`config.mk`:
```
export PLATFORM = sky130hd
export DESIGN_NAME = lwd_top
export DESIGN_NICKNAME = d
export VERILOG_FILES = /design/src/rtl/lwd_pkg.sv /design/src/rtl/lwd_setup_lock.sv /design/src/rtl/lwd_tick_gen.sv /design/src/rtl/lwd_counter.sv /design/src/rtl/lwd_top.sv
export SDC_FILE = /design/constraint.sdc
export NUM_CORES = 1
export LEC_CHECK = 0
export BUFFER_PORTS_ARGS = -buffer_cell sky130_fd_sc_hd__buf_2
export CORE_MARGIN = 4
export CORE_UTILIZATION = 56
export DETAILED_ROUTE_END_ITERATION = 10
export PLACE_DENSITY = 0.83
export SYNTH_ARGS = -nofsm -noshare
export SYNTH_HDL_FRONTEND = slang
export SYNTH_SLANG_ARGS = --single-unit
```
`constraint.sdc`:
```
create_clock -name clk -period 3.4 [get_ports clk]
set_clock_uncertainty 0.2 [all_clocks]
set_input_delay 0.17 -clock clk [delete_from_list [all_inputs] [get_ports clk]]
set_output_delay 0.17 -clock clk [all_outputs]
set_load 0.01 [all_outputs]
```
`src/rtl/lwd_pkg.sv`:
```
// Package: field layout of the watchdog setup register and shared constants.
// Assumes the setup occupies the low 16 bits of the bus word.
package lwd_pkg;
    localparam int RELOAD_W = 12;
    localparam int SETUP_W  = 16;

    // Action field code that selects the interrupt request.
    localparam logic [1:0] ACT_IRQ = 2'b10;

    // Setup word: packed MSB first so bit positions match the register.
    typedef struct packed {
        logic [1:0]          action;    // 15:14
        logic                enable;    // 13
        logic                prescale;  // 12
        logic [RELOAD_W-1:0] reload;    // 11:0
    } lwd_setup_t;
endpackage

```
`src/rtl/lwd_setup_lock.sv`:
```
// Module: holds the setup captured by the first write after reset and
// turns every write (before expiry) into a counter load request.
// Assumes: wr_en is a single-cycle-per-write strobe in the clk domain.
module lwd_setup_lock
    import lwd_pkg::*;
(
    input  logic                clk,
    input  logic                rst_n,
    input  logic                wr_en,
    input  lwd_setup_t          wr_setup,
    input  logic                expired,
    output lwd_setup_t          setup_q,
    output logic                locked_q,
    output logic                load,
    output logic [RELOAD_W-1:0] load_val
);
    // Load request: the first write starts, later writes retrigger until expiry.
    always_comb begin
        load     = wr_en && (!locked_q || !expired);
        load_val = locked_q ? setup_q.reload : wr_setup.reload;
    end

    // Capture the setup once and keep it until reset.
    always_ff @(posedge clk) begin
        if (!rst_n) begin
            setup_q  <= '0;
            locked_q <= 1'b0;
        end else if (wr_en && !locked_q) begin
            setup_q  <= wr_setup;
            locked_q <= 1'b1;
        end
    end

    // once locked, setup and lock do not change before reset.
    a_r3_setup_frozen: assert property (@(posedge clk) disable iff (!rst_n)
        locked_q |=> (locked_q && $stable(setup_q)));

    // first write is captured into the setup.
    a_r2_first_capture: assert property (@(posedge clk) disable iff (!rst_n)
        (wr_en && !locked_q) |=> (locked_q && setup_q == $past(wr_setup)));
endmodule

```
`src/rtl/lwd_tick_gen.sv`:
```
// Module: produces the single-cycle countdown enable. A half-rate enable
// is formed first, and an optional divide-by-PRE_DIV stage follows.
// Assumes: restart realigns both stages so the timing is fixed from a load.
module lwd_tick_gen #(
    parameter int PRE_DIV = 16384
) (
    input  logic clk,
    input  logic rst_n,
    input  logic restart,
    input  logic run,
    input  logic prescale,
    output logic tick
);
    localparam int PRE_W = (PRE_DIV > 1) ? $clog2(PRE_DIV) : 1;

    logic half_q;
    logic half_tick;
    logic pre_tick;

    // Toggle at half rate while running; restart puts the phase at zero.
    always_ff @(posedge clk) begin
        if (!rst_n || restart) half_q <= 1'b0;
        else if (run)          half_q <= ~half_q;
    end

    assign half_tick = run && half_q;

    // Prescale stage: bypassed when the division is 1.
    if (PRE_DIV > 1) begin : g_pre
        localparam logic [PRE_W-1:0] PRE_LAST = PRE_W'(PRE_DIV - 1);
        logic [PRE_W-1:0] pre_cnt_q;

        // Count half-rate enables, wrapping at the division.
        always_ff @(posedge clk) begin
            if (!rst_n || restart)       pre_cnt_q <= '0;
            else if (half_tick)          pre_cnt_q <= (pre_cnt_q == PRE_LAST) ? '0 : pre_cnt_q + 1'b1;
        end

        assign pre_tick = half_tick && (pre_cnt_q == PRE_LAST);
    end else begin : g_nopre
        assign pre_tick = half_tick;
    end

    // Select the countdown enable.
    assign tick = prescale ? pre_tick : half_tick;

    // the enable is never high on two edges in a row.
    a_r5_tick_gap: assert property (@(posedge clk) disable iff (!rst_n)
        tick |=> !tick);
endmodule

```
`src/rtl/lwd_counter.sv`:
```
// Module: down-counter with sticky expiry flag.
// Assumes: tick is only high while counting is allowed and before expiry.
module lwd_counter
    import lwd_pkg::*;
(
    input  logic                clk,
    input  logic                rst_n,
    input  logic                load,
    input  logic [RELOAD_W-1:0] load_val,
    input  logic                tick,
    output logic [RELOAD_W-1:0] count_q,
    output logic                expired_q
);
    // Load from the reload value, or step down on a tick while nonzero.
    always_ff @(posedge clk) begin
        if (!rst_n)                       count_q <= '0;
        else if (load)                    count_q <= load_val;
        else if (tick && count_q != '0)   count_q <= count_q - 1'b1;
    end

    // Set the expiry flag on a step taken at zero; hold it until reset.
    always_ff @(posedge clk) begin
        if (!rst_n)                                  expired_q <= 1'b0;
        else if (tick && count_q == '0 && !load)     expired_q <= 1'b1;
    end

    // expiry is sticky.
    a_r9_sticky: assert property (@(posedge clk) disable iff (!rst_n)
        expired_q |=> expired_q);

    // a step at zero leads to expiry.
    a_r7_underflow: assert property (@(posedge clk) disable iff (!rst_n)
        (tick && count_q == '0 && !load) |=> expired_q);

    // a load puts the reload value in the counter.
    a_r4_load: assert property (@(posedge clk) disable iff (!rst_n)
        load |=> (count_q == $past(load_val)));

    // after expiry the count no longer moves.
    a_r9_frozen: assert property (@(posedge clk) disable iff (!rst_n)
        expired_q |=> $stable(count_q));
endmodule

```
`src/rtl/lwd_top.sv`:
```
// Module: watchdog top. One register: the first write sets up and starts
// the timer, every later write retriggers it. A read shows setup and count.
// Assumes: a single register, so no address decode; synchronous reset.
module lwd_top
    import lwd_pkg::*;
#(
    parameter int PRE_DIV = 16384
) (
    input  logic        clk,
    input  logic        rst_n,
    input  logic        wr_en,
    input  logic [31:0] wr_data,
    output logic [31:0] rd_data,
    output logic        irq_o,
    output logic        rst_req_o
);
    lwd_setup_t          wr_setup;
    lwd_setup_t          setup_q;
    logic                locked_q;
    logic                load;
    logic [RELOAD_W-1:0] load_val;
    logic                expired_q;
    logic [RELOAD_W-1:0] count_q;
    logic                run;
    logic                tick;
    logic                unused_hi;

    assign wr_setup  = lwd_setup_t'(wr_data[SETUP_W-1:0]);
    assign unused_hi = ^wr_data[31:SETUP_W];

    lwd_setup_lock i_lock (
        .clk      (clk),
        .rst_n    (rst_n),
        .wr_en    (wr_en),
        .wr_setup (wr_setup),
        .expired  (expired_q),
        .setup_q  (setup_q),
        .locked_q (locked_q),
        .load     (load),
        .load_val (load_val)
    );

    // Counting is allowed only with a locked, enabled setup before expiry.
    assign run = locked_q && setup_q.enable && !expired_q;

    lwd_tick_gen #(.PRE_DIV(PRE_DIV)) i_tick (
        .clk      (clk),
        .rst_n    (rst_n),
        .restart  (load),
        .run      (run),
        .prescale (setup_q.prescale),
        .tick     (tick)
    );

    lwd_counter i_cnt (
        .clk       (clk),
        .rst_n     (rst_n),
        .load      (load),
        .load_val  (load_val),
        .tick      (tick),
        .count_q   (count_q),
        .expired_q (expired_q)
    );

    // Read mux and timeout action decode.
    always_comb begin
        rd_data   = {16'b0, setup_q.action, setup_q.enable, setup_q.prescale, count_q};
        irq_o     = expired_q && (setup_q.action == ACT_IRQ);
        rst_req_o = expired_q && (setup_q.action != ACT_IRQ);
    end

    // a disabled setup never times out.
    a_r10_disabled_quiet: assert property (@(posedge clk) disable iff (!rst_n)
        (locked_q && !setup_q.enable) |-> (!irq_o && !rst_req_o));

    // only one kind of timeout request at a time.
    a_r8_one_action: assert property (@(posedge clk) disable iff (!rst_n)
        $onehot0({irq_o, rst_req_o}));
endmodule

```
==> flow_metrics.env <==
export IMPL_grt_ovfl_total=0
export IMPL_synth_seq_area_share=0.3746
export IMPL_rrSetupSlack_ns=1.04
export IMPL_cp_data_required_time_ns=3.36
export IMPL_crit_end="i_cnt.count_q[10]"
export IMPL_die_y_um=73.53
export IMPL_synthDistinctLibCells=44
export IMPL_fin_setup_tns_ns=0
export IMPL_syn2layout_area_growth_pct=15.92
export IMPL_core_area_mm2=0.004086
export IMPL_dr_pass1_iters=4
export IMPL_timing_slew_headroom=0.5524
export IMPL_cts_resized=0
export IMPL_crit_family="simple AND/OR/NAND/NOR gates"
export IMPL_fp_dieArea_mm2=0.005407
export IMPL_drive_gt1_frac=0.1805
export IMPL_viasPerCell=5.495
export IMPL_clkSlewWorstSetupHoldPaths_ns=0.09
export IMPL_cellPowerDensity_mw_per_mm2=381.5
export IMPL_postSynthCellCount=291
export IMPL_cp_cell_sequence="inv_1, ha_1, nor4b_1, and3_1, a211oi_1, a31oi_1, a21oi_1"
export IMPL_io_buffers=36
export IMPL_grt_max_degree=26
export IMPL_status="completed"
export IMPL_setup_viol=0
export IMPL_rows=23
export IMPL_crit_start="i_cnt.count_q[0]"
export IMPL_initial_core_util=0.5885
export IMPL_p_int_mw=0.7668
export IMPL_worst_setup_path_end_kind="flip-flop"
export IMPL_fin_area_mm2=0.002788
export IMPL_clock_path_buffers=2
export IMPL_postCtsHoldBufs=17
export IMPL_period_minus_slack_ns=2.363
export IMPL_rr_worst_depth=7
export IMPL_clock_sinks=45
export IMPL_drv_slew=0
export IMPL_cts_made_buffers=5
export IMPL_combPwrFrac=0.158
export IMPL_peakVddDrop_mv=0.2715
export IMPL_antenna_left=0
export IMPL_clk_latency_ns=0.30
export IMPL_ios=69
export IMPL_avgSynthCellArea_um2=8.264
export IMPL_place_inst=363
export IMPL_antenna_found_initial=0
export IMPL_crit_type="reg2reg"
export IMPL_wl_um=5479
export IMPL_synth_top_area_cell="dfxtp_1"
export IMPL_post_drt_wl_per_cell_um=14.12
export IMPL_synth_flop_cell="dfxtp_1"
export IMPL_leakagePower_nw=1.093
export IMPL_vias=2132
export IMPL_cts_tree="built"
export IMPL_post_cts_buffers=0
export IMPL_async_reset_ff_frac=0
export IMPL_die_w_um=73.53
export IMPL_cts_root_buf="clkbuf_8"
export IMPL_hold_class="in2reg"
export IMPL_cp_start_kind="flip-flop"
export IMPL_seq_power_share=0.535
export IMPL_worst_path_buf_inv=1
export IMPL_synth_seq_cells=45
export IMPL_clock_power_share=0.308
export IMPL_drt_iter0_drc=98
export IMPL_p_sw_frac=0.2790
export IMPL_grt_first_pass_wirelength_um=9073
export IMPL_place_area_mm2=0.002530
export IMPL_critPathMaxFanout=7
export IMPL_netlist_area_mm2=0.002405
export IMPL_synth_edf_count=0
export IMPL_arrival_ns=2.32
export IMPL_critPathSlowestCell="nor4b_1"
export IMPL_mostFrequentLayoutCell="dfxtp_1"
export IMPL_cts_htree_levels=2
export IMPL_crit_path_max_incr_delay_ns=0.49
export IMPL_ys_top_cells_by_area="dfxtp_1 (37%), nand2_1 (6.9%), buf_4 (6.2%)"
export IMPL_period_share=0.6950
export IMPL_utilization=0.6822
export IMPL_r2r_end="i_cnt.count_q[10]"
export IMPL_place_congestion=0.7892
export IMPL_worst_slew_pin_slew_ns=0.6707
export IMPL_grt_pass1_vias=1928
export IMPL_r2r_start="i_cnt.count_q[0]"
export IMPL_synth_top_area_frac=0.3746
export IMPL_fin_cells=388
export IMPL_hpwl_um=3725
export IMPL_drc_errors=0
export IMPL_maxClockFrequency_mhz=423.2
export IMPL_rsz0062_at_grt="no"
export IMPL_diodes=0
export IMPL_yosys_warnings=0
export IMPL_final_hold_violation_count=0
export IMPL_finalPower_mw=1.063
export IMPL_cp_depth=7
export IMPL_nNetsFinal=375
export IMPL_final_cell_mix="dfxtp_1 (45), nand2_1 (44), buf_2 (36)"
export IMPL_grt_use_total=0.2164
export IMPL_p_switching_mw=0.2967
export IMPL_cap_violations=0
-- cells in the mapped netlist, types with 2 or more instances --
master and instances:
nor2_1 22, a211oi_1 2, buf_4 20, ha_1 3, or4_1 3, a31oi_1 3
xnor2_1 11, o211ai_1 2, nand2b_1 5, a21oi_1 28, a211o_1 2, nand3_1 9
dfxtp_1 45, and2_1 3, mux2_2 8, xor2_1 10, clkbuf_1 10, inv_1 7
or3_1 3, a2111oi_2 5, o21ai_0 11, and3_1 5, nor3_1 3, nand4_1 4
nand2_1 44, mux2i_1 4, and4_1 2
-- cell type report --
type | count | area (µm²)
clock buffers | 6 | 72.57
clock inverters | 2 | 15.01
fillers | 334 | 1299
inverters | 7 | 26.28
multi-input cells | 222 | 1338
flip-flops and latches | 45 | 900.9
well taps | 50 | 62.56
repair buffers | 56 | 372.9
-- worst register-to-register path, cell delays in order, from the launching register on --
cell and delay (ns):
dfxtp_1 0.35, inv_1 0.11, ha_1 0.15, nor4b_1 0.49, and3_1 0.46, a211oi_1 0.15, a31oi_1 0.21, a21oi_1 0.08
-- routing by layer --
metal  wire, µm  global-route usage  share of wire  vias to the layer above
met5          0                   0              0                        -
met4        126             0.09256          0.023                        0
met3        307             0.05882          0.056                       14
met2       2654              0.3474           0.48                       63
met1       2390              0.2710           0.44                      982
li1           -                   -              -                     1073
-- power by group through the flow --
stage / logic (mW) / clock network, mW / registers, mW
floorplan: 0.117 / 0 / 0.581
global placement: 0.145 / 0 / 0.579
detailed placement: 0.149 / 0 / 0.581
CTS: 0.165 / 0.336 / 0.568
global route: 0.186 / 0.359 / 0.572
finish: 0.168 / 0.327 / 0.569
-- flip-flops by register name, indices dropped and copies added, names as in the netlist --
signal / count
i_lock.setup_q: 16
i_tick.g_pre.pre_cnt_q: 14
i_cnt.expired_q: 1
i_tick.half_q: 1
i_lock.locked_q: 1
i_cnt.count_q: 12
-- per-stage QoR --
| step | setup WS [ns] | hold WS [ns] |
|---|---|---|
| finish | 1.037 | 0.02215 |
| global route | 0.8511 | 0.02466 |
| CTS | 1.050 | 0.01647 |
| detailed placement | 1.089 | 0.2178 |
| global placement | 1.118 | 0.2098 |
| floorplan | 1.275 | 0.08582 |
-- worst min path at each step --
stage | cells after the start | startpoint | end | slack [ns]
final | 3 | rst_n | i_cnt.count_q[5] | 0.02
after global routing | 3 | rst_n | i_cnt.count_q[5] | 0.02
after CTS | 3 | rst_n | i_cnt.count_q[8] | 0.02
after detailed placement | 3 | wr_data[15] | i_lock.setup_q[15] | 0.22
after global placement | 3 | wr_data[14] | i_lock.setup_q[14] | 0.21
after floorplan | 2 | wr_en | i_lock.locked_q | 0.09
-- logic make-up (layout without fill, tap and decap cells) --
group / Yosys count / after routing / synth area share
buffers and inverters: 39 / 71 / 0.09261
other: 1 / 16 / 0.001559
XOR/XNOR: 21 / 21 / 0.07648
multiplexers: 12 / 12 / 0.05411
AND/OR/NAND/NOR: 112 / 112 / 0.2269
adder cells (fa/ha/maj): 3 / 3 / 0.01561
AO/OA/AOI/OAI: 58 / 58 / 0.1582
flip-flops: 45 / 45 / 0.3746
No activity file was read; power rests on OpenSTA's default activity.
